### src/rtl/eag_pkg.sv
package eag_pkg;

  // Addressing-mode codes; codes above AM_REL behave as implied.
  typedef enum logic [3:0] {
    AM_IMPL = 4'd0,
    AM_ACC  = 4'd1,
    AM_IMM  = 4'd2,
    AM_ZP   = 4'd3,
    AM_ZPX  = 4'd4,
    AM_ZPY  = 4'd5,
    AM_ABS  = 4'd6,
    AM_ABSX = 4'd7,
    AM_ABSY = 4'd8,
    AM_INDX = 4'd9,
    AM_INDY = 4'd10,
    AM_IND  = 4'd11,
    AM_REL  = 4'd12
  } amode_e;

  localparam int LEN_W   = 2;
  localparam int EXTRA_W = 2;

endpackage

### src/rtl/eag_index_add.sv
module eag_index_add #(
  parameter int ADDR_W = 16,
  parameter int BYTE_W = 8
) (
  input  logic [ADDR_W-1:0] base_i,
  input  logic [BYTE_W-1:0] index_i,
  output logic [ADDR_W-1:0] sum_o,
  output logic              page_carry_o
);
  localparam int PAGE_W = ADDR_W - BYTE_W;

  // low-byte add with carry out; the carry is the page-crossing event
  function automatic logic [BYTE_W:0] low_add(input logic [BYTE_W-1:0] a,
                                              input logic [BYTE_W-1:0] b);
    return {1'b0, a} + {1'b0, b};
  endfunction

  logic [BYTE_W:0] low_sum;
  logic [PAGE_W-1:0] page_sum;

  always_comb begin
    low_sum      = low_add(base_i[BYTE_W-1:0], index_i);
    page_sum     = base_i[ADDR_W-1:BYTE_W] + PAGE_W'(low_sum[BYTE_W]);
    sum_o        = {page_sum, low_sum[BYTE_W-1:0]};
    page_carry_o = low_sum[BYTE_W];
  end

  always_comb begin
    AST_CARRY_MEANS_NEW_PAGE: assert (page_carry_o == (sum_o[ADDR_W-1:BYTE_W] != base_i[ADDR_W-1:BYTE_W]));
  end

endmodule

### src/rtl/eag_zp_wrap.sv
module eag_zp_wrap #(
  parameter int ADDR_W = 16,
  parameter int BYTE_W = 8
) (
  input  logic [BYTE_W-1:0] base_i,
  input  logic [BYTE_W-1:0] index_i,
  output logic [ADDR_W-1:0] zp_addr_o
);
  localparam int PAGE_W = ADDR_W - BYTE_W;

  // sum truncated to a byte: the address never leaves page zero
  function automatic logic [BYTE_W-1:0] wrap_add(input logic [BYTE_W-1:0] a,
                                                 input logic [BYTE_W-1:0] b);
    return a + b;
  endfunction

  assign zp_addr_o = {{PAGE_W{1'b0}}, wrap_add(base_i, index_i)};

  always_comb begin
    AST_ZP_WRAP_PAGE_ZERO: assert (zp_addr_o[ADDR_W-1:BYTE_W] == '0);
  end

endmodule

### src/rtl/eag_branch.sv
module eag_branch #(
  parameter int ADDR_W  = 16,
  parameter int BYTE_W  = 8,
  parameter int EXTRA_W = 2
) (
  input  logic [ADDR_W-1:0]  pc_i,
  input  logic [BYTE_W-1:0]  offset_i,
  input  logic               taken_i,
  output logic [ADDR_W-1:0]  target_o,
  output logic               far_o,
  output logic [EXTRA_W-1:0] extra_o
);
  function automatic logic [ADDR_W-1:0] sext(input logic [BYTE_W-1:0] v);
    return {{(ADDR_W-BYTE_W){v[BYTE_W-1]}}, v};
  endfunction

  function automatic logic page_changed(input logic [ADDR_W-1:0] a,
                                        input logic [ADDR_W-1:0] b);
    return a[ADDR_W-1:BYTE_W] != b[ADDR_W-1:BYTE_W];
  endfunction

  always_comb begin
    target_o = pc_i + sext(offset_i);
    far_o    = page_changed(target_o, pc_i);
    if (taken_i) extra_o = far_o ? EXTRA_W'(2) : EXTRA_W'(1);
    else         extra_o = '0;
  end

  always_comb begin
    AST_UNTAKEN_FREE: assert (taken_i || extra_o == '0);
    AST_TAKEN_COSTS:  assert (!taken_i || extra_o != '0);
  end

endmodule

### src/rtl/eag_top.sv
module eag_top #(
  parameter int ADDR_W = 16,
  parameter int BYTE_W = 8
) (
  input  logic [3:0]        mode_i,
  input  logic [BYTE_W-1:0] op_lo_i,
  input  logic [BYTE_W-1:0] op_hi_i,
  input  logic [BYTE_W-1:0] idx_x_i,
  input  logic [BYTE_W-1:0] idx_y_i,
  input  logic [ADDR_W-1:0] pc_next_i,
  input  logic [BYTE_W-1:0] ptr_lo_i,
  input  logic [BYTE_W-1:0] ptr_hi_i,
  input  logic              branch_taken_i,
  output logic [ADDR_W-1:0] ea_o,
  output logic [ADDR_W-1:0] ptr_addr_o,
  output logic [1:0]        extra_cyc_o,
  output logic [1:0]        instr_len_o
);
  import eag_pkg::*;

  localparam int PAGE_W = ADDR_W - BYTE_W;

  amode_e mode;
  assign mode = amode_e'(mode_i);

  // operand and pointer joined little-endian
  logic [ADDR_W-1:0] operand16, pointer16;
  assign operand16 = {op_hi_i, op_lo_i};
  assign pointer16 = {ptr_hi_i, ptr_lo_i};

  // zero-page paths: direct indexing by X/Y, and the X pre-index for pointers
  logic [BYTE_W-1:0] zp_index;
  logic [ADDR_W-1:0] zp_indexed, zp_ptr_x;
  assign zp_index = (mode == AM_ZPY) ? idx_y_i : idx_x_i;

  eag_zp_wrap #(.ADDR_W(ADDR_W), .BYTE_W(BYTE_W)) u_zp_idx (
    .base_i(op_lo_i), .index_i(zp_index), .zp_addr_o(zp_indexed));
  eag_zp_wrap #(.ADDR_W(ADDR_W), .BYTE_W(BYTE_W)) u_zp_ptr (
    .base_i(op_lo_i), .index_i(idx_x_i), .zp_addr_o(zp_ptr_x));

  // full-width index adders with page carry
  logic [BYTE_W-1:0] abs_index;
  logic [ADDR_W-1:0] abs_sum, indy_sum;
  logic              abs_cross, indy_cross;
  assign abs_index = (mode == AM_ABSY) ? idx_y_i : idx_x_i;

  eag_index_add #(.ADDR_W(ADDR_W), .BYTE_W(BYTE_W)) u_abs_add (
    .base_i(operand16), .index_i(abs_index),
    .sum_o(abs_sum), .page_carry_o(abs_cross));
  eag_index_add #(.ADDR_W(ADDR_W), .BYTE_W(BYTE_W)) u_indy_add (
    .base_i(pointer16), .index_i(idx_y_i),
    .sum_o(indy_sum), .page_carry_o(indy_cross));

  // branch target and penalty
  logic [ADDR_W-1:0]  br_target;
  logic               br_far;
  logic [EXTRA_W-1:0] br_extra;

  eag_branch #(.ADDR_W(ADDR_W), .BYTE_W(BYTE_W), .EXTRA_W(EXTRA_W)) u_branch (
    .pc_i(pc_next_i), .offset_i(op_lo_i), .taken_i(branch_taken_i),
    .target_o(br_target), .far_o(br_far), .extra_o(br_extra));

  // result selection by mode
  always_comb begin
    ea_o        = '0;
    ptr_addr_o  = '0;
    extra_cyc_o = '0;
    instr_len_o = 2'd1;
    case (mode)
      AM_IMM: begin
        ea_o        = pc_next_i - ADDR_W'(1);
        instr_len_o = 2'd2;
      end
      AM_ZP: begin
        ea_o        = {{PAGE_W{1'b0}}, op_lo_i};
        instr_len_o = 2'd2;
      end
      AM_ZPX, AM_ZPY: begin
        ea_o        = zp_indexed;
        instr_len_o = 2'd2;
      end
      AM_ABS: begin
        ea_o        = operand16;
        instr_len_o = 2'd3;
      end
      AM_ABSX, AM_ABSY: begin
        ea_o        = abs_sum;
        extra_cyc_o = {1'b0, abs_cross};
        instr_len_o = 2'd3;
      end
      AM_INDX: begin
        ptr_addr_o  = zp_ptr_x;
        ea_o        = pointer16;
        instr_len_o = 2'd2;
      end
      AM_INDY: begin
        ptr_addr_o  = {{PAGE_W{1'b0}}, op_lo_i};
        ea_o        = indy_sum;
        extra_cyc_o = {1'b0, indy_cross};
        instr_len_o = 2'd2;
      end
      AM_IND: begin
        ptr_addr_o  = operand16;
        ea_o        = pointer16;
        instr_len_o = 2'd3;
      end
      AM_REL: begin
        ea_o        = br_target;
        extra_cyc_o = br_extra;
        instr_len_o = 2'd2;
      end
      default: ;
    endcase
  end

  always_comb begin
    AST_ZP_STAYS_LOW: assert (!(mode inside {AM_ZP, AM_ZPX, AM_ZPY}) || ea_o[ADDR_W-1:BYTE_W] == '0);
    AST_EXTRA_SCOPE: assert (extra_cyc_o == '0 || mode inside {AM_ABSX, AM_ABSY, AM_INDY, AM_REL});
    AST_INDY_PENALTY_PAGE: assert (!(mode == AM_INDY && extra_cyc_o != '0) || ea_o[ADDR_W-1:BYTE_W] != ptr_hi_i);
    AST_FAR_TAKEN_TWO: assert (!(mode == AM_REL && branch_taken_i && br_far) || extra_cyc_o == 2'd2);
    AST_PTR_SCOPE: assert (ptr_addr_o == '0 || mode inside {AM_INDX, AM_INDY, AM_IND});
  end

endmodule

### config.mk
export PLATFORM = sky130hd
export DESIGN_NAME = eag_top
export DESIGN_NICKNAME = d
export VERILOG_FILES = /design/src/rtl/eag_pkg.sv /design/src/rtl/eag_index_add.sv /design/src/rtl/eag_zp_wrap.sv /design/src/rtl/eag_branch.sv /design/src/rtl/eag_top.sv
export SDC_FILE = /design/constraint.sdc
export NUM_CORES = 1
export LEC_CHECK = 0
export ABC_AREA = 1
export CORE_MARGIN = 4
export CORE_UTILIZATION = 40
export DETAILED_ROUTE_END_ITERATION = 10
export GPL_ROUTABILITY_DRIVEN = 0
export MAX_ROUTING_LAYER = met4
export PLACE_DENSITY = 0.7
export SETUP_SLACK_MARGIN = 0.1
export SYNTH_ARGS = -nofsm -noshare
export SYNTH_HDL_FRONTEND = slang
export SYNTH_SLANG_ARGS = --single-unit
### constraint.sdc
create_clock -name vclk -period 4.2
set_clock_uncertainty 0.05 [all_clocks]
set_input_delay 0.84 -clock vclk [all_inputs]
set_output_delay 0.84 -clock vclk [all_outputs]
set_load 0.02 [all_outputs]
==> flow_summary.json <==
{
  "startpoint_type": "input port",
  "vias_per_cell": 5.55,
  "powerDensity_nw_per_um2": 134,
  "clkbuf_count": 0,
  "failed_checks": "negative setup slack",
  "rows": 36,
  "ys_types": 53,
  "netlist_area_um2": 4050,
  "grt_pass1_vias": 6064,
  "syn-instance-count": 746,
  "fmax_ghz": 0.209,
  "final_cell_mix": "buf_4, nand2_1, inv_1",
  "grt_pass1_wl_um": 28400,
  "grt.overflow.total": 0,
  "syn_nets": 870,
  "portBuffers": 105,
  "worstSetupPathType": "in2out",
  "worstPathArrival_ns": 3.89,
  "worstSetupEndpoint": "ea_o[10]",
  "cp_max_fo": 4,
  "dieArea_um2": 11800,
  "crit_start": "mode_i[3]",
  "avgRoutedWirePerCell_um": 16.4,
  "antenna_cells": 0,
  "nets": 1153,
  "first_pass_iters": 6,
  "final_common_cell": "buf_4",
  "via_count": 6434,
  "whs_ns": 2.32,
  "setup_violations": 9,
  "dp_hpwl_um": 15000,
  "coreArea_um2": 9820,
  "leakagePower_nw": 3.74,
  "design.seq.count": 0,
  "drv_cap": 0,
  "min_period_ns": 4.78,
  "worstSetupEndpointType": "output pin",
  "initial_core_util_pct": 41.3,
  "post-route-period-util_pct": 114,
  "grt_max_degree": 11,
  "die_w_um": 109,
  "seqCellArea_um2": 0,
  "routed_wl_um": 19000,
  "dp_cells": 1140,
  "syn_avg_cell_area_um2": 5.43,
  "yosysSeqAreaShare_pct": 0,
  "drc": 0,
  "hold_viol": 0,
  "required_ns": 3.31,
  "syn_to_final_growth_pct": 76.1,
  "antenna_found_initial": 0,
  "ir_worst_vdd_mv": 0.0724,
  "die_h_um": 109,
  "relSlewSlack_pct": 68.5,
  "drive_above_1_share_pct": 33.4,
  "worst_slack_ns": -0.584,
  "slew_violations": 0,
  "postRouteAntennaNets": 0,
  "dr.first_iter.drc_count": 484,
  "worstMarginPinSlew_ns": 0.468,
  "grt_use_total_pct": 30.5,
  "hold_class": "in2out",
  "rsz0062_at_grt": "yes",
  "num_io_pins": 105,
  "fin_cells": 1160,
  "ys_warn_count": 0,
  "status": "complete, but fails checks"
}
[cells by family after synthesis]
kind of cell    count (synthesis)  share of synthesized area (%)
xor+xnor                       14                           3.03
buf+inv                       151                           14.3
simple gates                  380                           42.5
compound gates                146                           22.2
fa+ha+maj                      55                           17.9
[power by group]
group	switching (mW)	total (mW)	internal, mW
registers	0	0	0
logic	0.502	0.958	0.456
clock network	0	0	0
[stage by stage]
| stage | cell area [µm²] | setup TNS, ns | setup slack [ns] | utilization, % | total power [mW] |
|---|---|---|---|---|---|
| CTS | 6830 | -2.30 | -0.494 | 69.6 | 0.877 |
| floorplan | 4150 | -0.733 | -0.245 | - | 0.425 |
| global placement | 6550 | -15.26 | -1.37 | 66.7 | 0.813 |
| detailed placement | 6550 | -17.14 | -1.54 | 66.7 | 0.834 |
| finish | 7130 | -2.96 | -0.584 | 72.7 | 0.958 |
| global route | 7130 | -3.96 | -0.700 | 72.7 | 1.03 |
[repair_timing]
item,in CTS,in global routing
gates cloned,0,0
buffers inserted,19,5
hold buffers,0,0
gates resized for setup,175,91
pin swaps,44,45
endpoints found under the setup margin,23,19
[synthesized netlist by cell type (all sizes together)]
cell	n	area, µm²
and2	1	6.26
buf	4	25.0
nor4	3	18.8
o22ai	8	50.1
nand3b	2	18.8
fa	5	100
nand4	14	87.6
a31oi	4	25.0
ha	50	626
o2111ai	6	52.6
a221oi	5	68.8
a22o	1	8.76
o31a	1	8.76
or2	6	37.5
o31ai	1	7.51
clkinv	1	3.75
nand2	196	766
xnor2	2	17.5
a21o	1	7.51
o221ai	3	26.3
xor2	12	105
nor3	8	40.0
nor2	75	353
a22oi	2	15.0
o311ai	3	26.3
a2111oi	1	8.76
clkbuf	2	7.51
o21ai	52	264
a311oi	2	17.5
o211ai	2	15.0
o32ai	1	8.76
a21oi	52	283
inv	144	543
nand3	75	395
o21a	1	7.51
[critical path, stage by stage]
cell	delay [ns]
buf_8	0.09
inv_8	0.03
nor2_4	0.14
inv_4	0.05
nor2_4	0.12
inv_2	0.07
buf_4	0.16
nand2_4	0.06
o21ai_4	0.07
fa_2	0.37
nand2_2	0.07
inv_2	0.04
o21ai_2	0.11
nand2_2	0.09
inv_2	0.08
o221ai_4	0.13
ha_4	0.20
buf_6	0.12
ha_4	0.16
nor2_4	0.08
nor3_2	0.06
a2111oi_2	0.36
buf_4	0.19
nand3_2	0.07
buf_6	0.14
[cell type report]
| cell class | count | area (µm²) |
|---|---|---|
| Tap cell | 133 | 166 |
| Inverter | 145 | 554 |
| Timing Repair Buffer | 287 | 2470 |
| Multi-Input combinational cell | 595 | 3950 |
| Fill cell | 815 | 2690 |
[how the worst min path moves through the flow]
stage | from | end | slack, ns | cells after the start
detailed placement | branch_taken_i | extra_cyc_o[1] | 2.70 | 4
finish | ptr_lo_i[2] | ea_o[2] | 2.32 | 4
global route | ptr_lo_i[2] | ea_o[2] | 2.34 | 4
global placement | branch_taken_i | extra_cyc_o[1] | 2.69 | 4
CTS | branch_taken_i | extra_cyc_o[1] | 2.33 | 4
floorplan | op_hi_i[0] | ptr_addr_o[8] | 1.77 | 2
[layer usage]
layer | vias to the layer above | global-route usage (%) | wire (µm)
met1 | 2907 | 37.5 | 7310
li1 | 3056 | - | -
met2 | 371 | 52.4 | 9130
met5 | - | - | 0
met3 | 100 | 3.43 | 1700
met4 | 0 | 9.02 | 853
(Power assumes the default switching activity.)
